===== src/rtl/hyp_pkg.sv =====
package hyp_pkg;

  typedef enum logic [3:0] {
    ST_IDLE,
    ST_MAX,
    ST_MIN,
    ST_HALF,
    ST_EIGHTH,
    ST_SUB,
    ST_ADD,
    ST_CMP,
    ST_DONE,
    ST_ERR
  } hyp_state_e;

  typedef struct packed {
    logic ld_x;      // Rx <= comparator max
    logic ld_y;      // Ry load
    logic y_half;    // Ry source: 1 = Ry >> 1, 0 = comparator min
    logic ld_t;      // Rt load
    logic t_alu;     // Rt source: 1 = adder/subtractor, 0 = Rx >> 3
    logic alu_sub;   // 1 = Rx - Rt, 0 = Ry + Rt
    logic ld_c;      // Rc <= comparator max
    logic cmp_regs;  // comparator operands: 1 = (Rx, Rt), 0 = (A, B)
  } hyp_ctl_t;

endpackage


===== src/rtl/hyp_shr.sv =====
module hyp_shr #(
  parameter int W  = 8,
  parameter int SH = 1
) (
  input  logic [W-1:0] d,
  output logic [W-1:0] q
);
  assign q = d >> SH;
endmodule


===== src/rtl/hyp_cmp.sv =====
module hyp_cmp #(
  parameter int W = 8
) (
  input  logic [W-1:0] p,
  input  logic [W-1:0] r,
  output logic [W-1:0] mx,
  output logic [W-1:0] mn
);
  logic p_ge;
  assign p_ge = (p >= r);
  assign mx   = p_ge ? p : r;
  assign mn   = p_ge ? r : p;
endmodule


===== src/rtl/hyp_addsub.sv =====
module hyp_addsub #(
  parameter int W = 8
) (
  input  logic [W-1:0] opa,
  input  logic [W-1:0] opb,
  input  logic         sub,
  output logic [W-1:0] res,
  output logic         ovf
);
  logic [W:0] wide;
  always_comb begin
    if (sub) wide = {1'b0, opa} - {1'b0, opb};
    else     wide = {1'b0, opa} + {1'b0, opb};
  end
  assign res = wide[W-1:0];
  assign ovf = wide[W] & ~sub;
endmodule


===== src/rtl/hyp_dp.sv =====
module hyp_dp
  import hyp_pkg::*;
#(
  parameter int W        = 8,
  parameter int HALF_SH  = 1,
  parameter int EIGHT_SH = 3
) (
  input  logic         clk,
  input  logic         rst_n,
  input  hyp_ctl_t     ctl,
  input  logic [W-1:0] a,
  input  logic [W-1:0] b,
  output logic [W-1:0] c,
  output logic         ovf
);
  logic [W-1:0] rx_q, ry_q, rt_q, rc_q;
  logic [W-1:0] cmp_p, cmp_r, cmp_mx, cmp_mn;
  logic [W-1:0] ry_sh, rx_sh;
  logic [W-1:0] alu_a, alu_res;

  assign cmp_p = ctl.cmp_regs ? rx_q : a;
  assign cmp_r = ctl.cmp_regs ? rt_q : b;

  hyp_cmp #(.W(W)) u_cmp (
    .p(cmp_p), .r(cmp_r), .mx(cmp_mx), .mn(cmp_mn)
  );

  hyp_shr #(.W(W), .SH(HALF_SH))  u_shr_y (.d(ry_q), .q(ry_sh));
  hyp_shr #(.W(W), .SH(EIGHT_SH)) u_shr_x (.d(rx_q), .q(rx_sh));

  assign alu_a = ctl.alu_sub ? rx_q : ry_q;

  hyp_addsub #(.W(W)) u_alu (
    .opa(alu_a), .opb(rt_q), .sub(ctl.alu_sub), .res(alu_res), .ovf(ovf)
  );

  always_ff @(posedge clk or negedge rst_n) begin
    if (!rst_n) begin
      rx_q <= '0;
      ry_q <= '0;
      rt_q <= '0;
      rc_q <= '0;
    end else begin
      if (ctl.ld_x) rx_q <= cmp_mx;
      if (ctl.ld_y) ry_q <= ctl.y_half ? ry_sh : cmp_mn;
      if (ctl.ld_t) rt_q <= ctl.t_alu ? alu_res : rx_sh;
      if (ctl.ld_c) rc_q <= cmp_mx;
    end
  end

  assign c = rc_q;
endmodule


===== src/rtl/hyp_ctrl.sv =====
module hyp_ctrl
  import hyp_pkg::*;
(
  input  logic     clk,
  input  logic     rst_n,
  input  logic     start,
  input  logic     ovf,
  output hyp_ctl_t ctl,
  output logic     done,
  output logic     err
);
  hyp_state_e state_q, state_d;

  always_comb begin
    state_d = state_q;
    ctl     = '0;
    unique case (state_q)
      ST_IDLE:   if (start) state_d = ST_MAX;
      ST_MAX:    begin ctl.ld_x = 1'b1; state_d = ST_MIN; end
      ST_MIN:    begin ctl.ld_y = 1'b1; state_d = ST_HALF; end
      ST_HALF:   begin ctl.ld_y = 1'b1; ctl.y_half = 1'b1; state_d = ST_EIGHTH; end
      ST_EIGHTH: begin ctl.ld_t = 1'b1; state_d = ST_SUB; end
      ST_SUB:    begin
        ctl.ld_t = 1'b1; ctl.t_alu = 1'b1; ctl.alu_sub = 1'b1;
        state_d  = ST_ADD;
      end
      ST_ADD:    begin
        ctl.ld_t = 1'b1; ctl.t_alu = 1'b1;
        state_d  = ovf ? ST_ERR : ST_CMP;
      end
      ST_CMP:    begin ctl.ld_c = 1'b1; ctl.cmp_regs = 1'b1; state_d = ST_DONE; end
      ST_DONE:   state_d = ST_IDLE;
      ST_ERR:    state_d = ST_IDLE;
      default:   state_d = ST_IDLE;
    endcase
  end

  always_ff @(posedge clk or negedge rst_n) begin
    if (!rst_n) state_q <= ST_IDLE;
    else        state_q <= state_d;
  end

  assign done = (state_q == ST_DONE);
  assign err  = (state_q == ST_ERR);
endmodule


===== src/rtl/hyp_approx.sv =====
module hyp_approx
  import hyp_pkg::*;
#(
  parameter int W = 8
) (
  input  logic         clk,
  input  logic         rst_n,
  input  logic         start,
  input  logic [W-1:0] a_in,
  input  logic [W-1:0] b_in,
  output logic [W-1:0] c_out,
  output logic         done,
  output logic         err
);
  logic [1:0] rst_sync_q;
  logic       rst_q_n;
  hyp_ctl_t   ctl;
  logic       ovf;

  always_ff @(posedge clk or negedge rst_n) begin
    if (!rst_n) rst_sync_q <= 2'b00;
    else        rst_sync_q <= {rst_sync_q[0], 1'b1};
  end
  assign rst_q_n = rst_sync_q[1];

  hyp_ctrl u_ctrl (
    .clk(clk), .rst_n(rst_q_n), .start(start), .ovf(ovf),
    .ctl(ctl), .done(done), .err(err)
  );

  hyp_dp #(.W(W)) u_dp (
    .clk(clk), .rst_n(rst_q_n), .ctl(ctl), .a(a_in), .b(b_in),
    .c(c_out), .ovf(ovf)
  );
endmodule


===== config.mk =====
export PLATFORM = sky130hd
export DESIGN_NAME = hyp_approx
export DESIGN_NICKNAME = d
export VERILOG_FILES = /design/src/rtl/hyp_pkg.sv /design/src/rtl/hyp_shr.sv /design/src/rtl/hyp_cmp.sv /design/src/rtl/hyp_addsub.sv /design/src/rtl/hyp_dp.sv /design/src/rtl/hyp_ctrl.sv /design/src/rtl/hyp_approx.sv
export SDC_FILE = /design/constraint.sdc
export NUM_CORES = 1
export LEC_CHECK = 0
export ABC_CLOCK_PERIOD_IN_PS = 1500
export BUFFER_PORTS_ARGS = -buffer_cell sky130_fd_sc_hd__buf_2
export CAP_MARGIN = 20
export CORE_ASPECT_RATIO = 1.4
export CORE_MARGIN = 2
export CORE_UTILIZATION = 30
export CTS_BUF_LIST = sky130_fd_sc_hd__clkbuf_4 sky130_fd_sc_hd__clkbuf_8 sky130_fd_sc_hd__clkbuf_16
export CTS_CLUSTER_DIAMETER = 150
export DETAILED_ROUTE_END_ITERATION = 10
export GPL_TIMING_DRIVEN = 0
export PLACE_DENSITY = 0.53
export SYNTH_ARGS = -nofsm -noshare
export SYNTH_HDL_FRONTEND = slang
export SYNTH_SLANG_ARGS = --single-unit

===== constraint.sdc =====
create_clock -name clk -period 1.5 [get_ports clk]
set_clock_uncertainty 0.1 [all_clocks]
set_input_delay 0.15 -clock clk [delete_from_list [all_inputs] [get_ports clk]]
set_output_delay 0.15 -clock clk [all_outputs]
set_load 0.005 [all_outputs]

## Yosys cells after proc, flatten, opt, wreduce, memory -nomap -nowiden

Index checks and enable logic that the tools add are counted.

- Bits in registers: 38
- Input port bits: 19
- Output and inout bits: 10
- Logic and storage cells: 43

- $add $sub $neg: 2
- $lt $le $gt $ge: 1
- Eq/ne operators: 10
- Mux-type cells: 18
- Bitwise operators: 2
- Reductions and logical operators: 4

Operators by type and width:

| cell | count |
|---|---|
| 2-to-1 mux 8 bit | 7 |
| one-hot mux 4 bit (8 select lines) | 1 |
| == test 4 x 3 -> 1 bit (second input constant) | 4 |
| adder 8 x 8 -> 9 bit | 1 |
| 2-to-1 mux 9 bit | 1 |
| subtractor 8 x 8 -> 9 bit | 1 |
| == test 4 x 2 -> 1 bit (second input constant) | 2 |
| == test 4 bit (second input constant) | 2 |
| >= comparator 8 bit | 1 |
| 2-to-1 mux 4 bit | 2 |
| 2-to-1 mux 1 bit | 6 |
| == test 4 x 1 -> 1 bit (second input constant) | 1 |
| zero test 4 bit | 1 |
| OR reduction 2 bit | 2 |
| OR reduction 3 bit | 1 |
| 2-to-1 mux 2 bit | 1 |
| != test 2 bit (second input constant) | 1 |
| AND 1 bit | 1 |
| inverter 1 bit | 1 |

## Longest topological paths before layout

- Depth in word-level cells: 8
- Mapped depth: 15
- Gate-level depth less buffers: 12

## By module

A second synthesis with hierarchy kept.

- Cells, all modules: 287
- Area, all modules: 3,016.6 sq um

Modules (own cells, without submodules):

| module | times used | cells an instance | area each (sq um) | sequential area each (sq um) |
|---|---|---|---|---|
| hyp_dp | 1 | 131 | 1,675.4 | 800.8 |
| hyp_addsub | 1 | 66 | 481.7 | 0.0 |
| hyp_cmp | 1 | 43 | 449.2 | 0.0 |
| hyp_ctrl | 1 | 26 | 229.0 | 100.1 |
| hyp_shr | 2 | 9 | 63.8 | 0.0 |
| hyp_approx | 1 | 3 | 53.8 | 50.0 |

## Least setup slack after synthesis

No wires, ideal clock.

- Path type: flip-flop to flip-flop
- From: register u_ctrl.state_q[2]
- To: register u_ctrl.state_q[3]
- Library setup time: 120 ps
- Data arrival time: 2,656 ps
- Data required time: 1,280 ps
- Setup slack: -1,376 ps
- Stages on the path, launching flop included: 15
- Path buffers: 2
- Clock period less this slack: 2,876 ps
- Cell sequence: dfrtp_1 -> buf_4 -> and2b_4 -> nand2_1 -> buf_2 -> mux2i_1 -> ha_1 -> inv_1 -> fa_1 -> a21o_1 -> a21o_4 -> nand3_2 -> a211o_2 -> xnor2_1 -> o211a_1

- Cells in the longest elaborated chain, start to end: 8
- Elaborated cells between the ends (all ways): 18
- Classes of those cells: 2 x add/sub; 8 x eq/ne; 5 x mux; 2 x bitwise; 1 x reduce/logical

Ends and longest elaborated chain:

| element | RTL line | text |
|---|---|---|
| from (decl) | hyp_ctrl.sv:12 | `hyp_state_e state_q, state_d;` |
| from (signal assigned) | hyp_ctrl.sv:40 | `else state_q <= state_d;` |
| == test 4 x 3 -> 1 bit | hyp_ctrl.sv:17 | `unique case (state_q)` |
| 2-to-1 mux 1 bit | hyp_ctrl.sv:17 |  |
| 2-to-1 mux 8 bit | hyp_dp.sv:31 | `assign alu_a = ctl.alu_sub ? rx_q : ry_q;` |
| adder 8 x 8 -> 9 bit / subtractor 8 x 8 -> 9 bit (equally long branches) | hyp_addsub.sv:13, hyp_addsub.sv:12 |  |
| 2-to-1 mux 9 bit | hyp_addsub.sv:12 | `if (sub) wide = {1'b0, opa} - {1'b0, opb};` |
| AND 1 bit | hyp_addsub.sv:16 | `assign ovf = wide[W] & ~sub;` |
| 2-to-1 mux 4 bit | hyp_ctrl.sv:29 | `state_d = ovf ? ST_ERR : ST_CMP;` |
| one-hot mux 4 bit (8 select lines) | hyp_ctrl.sv:17 |  |

Several ways; a longest one is shown, not always the timed one.
A chain may end at the register's enable or synchronous reset.

## Final worst setup path

- From: register u_ctrl.state_q[3]
- To: register u_dp.rt_q[7]

- Cells in the longest elaborated chain, start to end: 6
- Elaborated cells between the ends (all ways): 13
- Classes of those cells: 2 x add/sub; 3 x eq/ne; 6 x mux; 2 x reduce/logical

Ends and longest elaborated chain:

| element | RTL line | text |
|---|---|---|
| == test 4 x 3 -> 1 bit | hyp_ctrl.sv:17 |  |
| 2-to-1 mux 1 bit | hyp_ctrl.sv:17 |  |
| 2-to-1 mux 8 bit | hyp_dp.sv:31 |  |
| adder 8 x 8 -> 9 bit / subtractor 8 x 8 -> 9 bit (equally long branches) | hyp_addsub.sv:13, hyp_addsub.sv:12 |  |
| 2-to-1 mux 9 bit | hyp_addsub.sv:12 |  |
| 2-to-1 mux 8 bit | hyp_dp.sv:46 | `if (ctl.ld_t) rt_q <= ctl.t_alu ? alu_res : rx_sh;` |
| to (signal assigned) | hyp_dp.sv:46 |  |
| to (decl) | hyp_dp.sv:16 | `logic [W-1:0] rx_q, ry_q, rt_q, rc_q;` |

Several ways; a longest one is shown, not always the timed one.

==> results.py <==
metrics = {
    "run_status": {
        "result_of_the_run": "finished with violations",
        "failed_checks": "setup timing",
    },
    "sta": {
        "final_setup_vio_count": 36,
        "final_min_period_over_clock_period_pct": 191.7,
        "max-slew-margin-rel_pct": 35.33,
        "min_period_ns": 2.875,
        "report.final.slew_viol_count": 0,
        "achievable-frequency_mhz": 347.8,
        "worst_pin_slew_ns": 0.9664,
        "rsz0062_at_grt": "yes",
        "hold_vio_cnt_final": 0,
        "setup_slack_ns": -1.375,
    },
    "synth": {
        "synth_async_sr_flop_share_pct": 100.0,
        "netlist.top_cell.by_area": "dfrtp_1",
        "syn-cell-area_um2": 2939,
        "synth-xor-area-share_pct": 2.980,
        "yosys_register_bits": 38,
        "synthFlopType": "dfrtp_1",
        "synth_nets": 408,
        "synthAdderAreaFrac_pct": 7.918,
        "synth_top_area_share_pct": 32.35,
        "synthTopCellsByArea": "dfrtp_1, nand2_1, ha_1, o21ai_0, a21oi_1",
        "synthesized_instance_count": 371,
        "synth_edf_count": 0,
        "synth_top_family_by_area": "simple AND/OR/NAND/NOR gates",
        "count_of_yosys_warnings_during_synthesis": 0,
        "synthSimpleGateAreaFrac_pct": 27.33,
        "synth.area.mux_share_pct": 4.129,
        "post_synth_num_cell_types": 58,
        "synth-compound-area-share_pct": 20.65,
        "synthesis.area_per_instance_um2": 7.922,
        "part_of_the_yosys_area_used_for_sequential_elements_pct": 32.35,
    },
    "detailed_routing": {
        "route.detailed.vias_per_inst": 5.150,
        "drt-initial-drc-count": 189,
        "wl_mm": 9.424,
        "dr_total_vias": 2920,
        "avgRoutedWirePerCell_um": 16.62,
        "remaining_drc_errors": 0,
        "drt.antenna.violating_nets": 0,
        "drt-pass1-iter-count": 5,
    },
    "cts": {
        "clk-insertion-delay-late_ns": 0.29,
        "max-clock-path-buffers": 2,
        "cts_made_buffers": 5,
        "cts_tree": "built",
        "ctsHtreeMaxLevel": 2,
        "clk_root_buffer_cell": "clkbuf_16",
        "cts.clk_slew.worst_paths_ns": 0.07,
        "clock_sink_count": 38,
    },
    "finish": {
        "top_library_cells_by_usage_in_the_layout_fill_and_taps_aside": "nand2_1, dfrtp_1, buf_2, o21ai_1",
        "post_layout_nonfiller_instances": 567,
        "drive_gt1_share_pct": 36.32,
        "area_growth_syn_to_layout_pct": 41.85,
        "mostFrequentLayoutCell": "nand2_1",
        "stdcell_area_um2": 4169,
        "antenna-diode-count": 0,
        "nets": 471,
    },
    "critical_path": {
        "critPathMaxStageDelay_ns": 0.43,
        "family_with_the_most_delay_on_the_worst_path": "compound AO/OA/AOI/OAI gates",
        "crit_fanout": 5,
        "critical_path.startpoint_type": "register",
        "critical_path.cell_chain": "and2b_4 -> nand2_4 -> buf_4 -> buf_6 -> buf_6 -> o31ai_4 -> xor2_2 -> ha_4 -> o21a_1 -> o31a_1 -> buf_4 -> o2111ai_4 -> a221oi_2 -> nor2_2 -> nand2_1",
        "cp.buffers_inverters": 4,
        "timing.reg2reg.worst_path_depth": 15,
        "critPathRequiredTime_ns": 1.63,
        "critical-path-slowest-cell": "dfrtp_2",
        "cp_data_arrival_time_ns": 3.00,
        "end_kind": "register",
        "worstSetupPathDepth": 15,
        "criticalPathCategory": "reg -> reg",
    },
    "die": {
        "row_count": 42,
        "placeable_core_region_um2": 9512,
        "fp.dieW_um": 87.65,
        "number_of_primary_i_o_pins": 29,
        "initial_utilization_pct": 30.90,
        "design.die.area_um2": 10620,
        "die_height_um": 121.1,
    },
    "grt": {
        "grt_util_all_layers_pct": 18.24,
        "wire_length_of_the_first_global_routing_pass_mm": 14.66,
        "antenna_found_initial": 0,
        "largest_net_degree_at_the_start_of_global_routing": 37,
        "globalRouteOverflowTotal": 0,
        "number_of_global_route_vias_before_repair": 2853,
    },
    "placement": {
        "detailed_place.area_um2": 3344,
        "io_buffer_count": 28,
        "post-dp-hpwl_mm": 6.808,
        "detailedPlace.worstSlack_ns": -1.706,
        "routabilityCongestion": 0.8418,
        "post-place-cells": 531,
    },
    "min_path": {
        "worst_hold_path.num_cells": 3,
        "worst_hold_path_type": "in -> reg",
    },
    "flow_run": {
        "maxCapViolations": 0,
    },
}
## metal layers
| layer | global-route usage, % | wire [um] |
|---|---|---|
| met1 | 22.12 | 3813 |
| met2 | 31.25 | 4923 |
| met3 | 2.177 | 281 |
| met4 | 9.038 | 407 |
| met5 | 0 | 0 |
## logic make-up (layout without fill, tap and decap cells)
| family | count (synthesis) | after routing |
|---|---|---|
| compound gates | 97 | 97 |
| xor+xnor | 10 | 10 |
| fa+ha+maj | 18 | 18 |
| buf+inv | 21 | 85 |
| flops | 38 | 38 |
| mux | 12 | 12 |
| other cells | 1 | 1 |
| simple gates | 174 | 174 |
## timing repair
item / CTS / global route
resized for setup: 64 / 25
pin swaps: 15 / 15
hold buffers: 1 / 0
endpoints found under the hold margin: 2 / 0
setup endpoints to repair: 38 / 36
buffers inserted: 22 / 5
cloned: 0 / 1
## final timing paths
path	startpoint	end	slack (ns)
max	u_ctrl.state_q[3]$_DFFE_PN0P_	u_dp.rt_q[7]$_DFFE_PN0P_	-1.38
min	start	u_ctrl.state_q[0]$_DFFE_PN0P_	0.03
max reg2reg	u_ctrl.state_q[3]$_DFFE_PN0P_	u_dp.rt_q[7]$_DFFE_PN0P_	-1.38
min reg2reg	rst_sync_q[0]$_DFF_PN0_	rst_sync_q[1]$_DFF_PN0_	0.25
max in group asynchronous	rst_sync_q[1]$_DFF_PN0_	u_ctrl.state_q[0]$_DFFE_PN0P_	0.44
min in group asynchronous	rst_n	rst_sync_q[0]$_DFF_PN0_	0.09
## sequential cells by signal, indices dropped and copies added (netlist names)
name / count
u_dp.c: 8
u_dp.rt_q: 8
u_dp.rx_q: 8
u_dp.ry_q: 8
u_ctrl.state_q: 4
rst_sync_q: 2
## worst min-delay path, cell delays in order
cell and delay, ns:
buf_2 0.07, nor3_1 0.03, nor3_1 0.11
## synthesized netlist by cell type (2+ instances only)
library cell,n
a31oi_1,2
buf_6,3
inv_1,3
a21o_1,2
nor3_1,6
o211ai_1,2
o21ai_1,13
a22o_1,3
nand3_1,22
buf_2,7
buf_4,3
a211oi_1,2
clkbuf_1,3
o21a_1,2
nor3_2,2
a21boi_0,7
xnor2_1,7
nor2_1,19
mux2i_1,11
xor2_1,3
nor2b_1,6
nand2b_1,3
nand2_1,96
a21oi_1,23
o211a_1,2
dfrtp_1,38
nor3b_1,2
o22ai_1,3
o21ai_0,24
ha_1,17
and2_1,8
## per-stage QoR
step / util, % / hold slack (ns) / setup TNS (ns)
2_1_floorplan: - / -0.2456 / -36.86
3_5_place_dp: 35.16 / -0.1623 / -50.90
3_3_place_gp: 35.15 / -0.1655 / -57.25
4_1_cts: 41.91 / 0.04372 / -42.29
6_report: 43.83 / 0.03132 / -42.61
5_1_grt: 43.83 / 0.09093 / -48.09
## final cells by class
class	instances	area (um2)
multi-input combinational	312	2242
inverter	3	11.26
buffer	18	197.7
sequential	38	957.2
clock buffer	5	125.1
fill	939	5343
tap	132	165.2
clock inverter	3	68.82
timing repair buffer	56	401.6
Power is left out: the tool's default activity adds up to more than one toggle a clock period on the data nets, which glitch-free logic cannot reach.
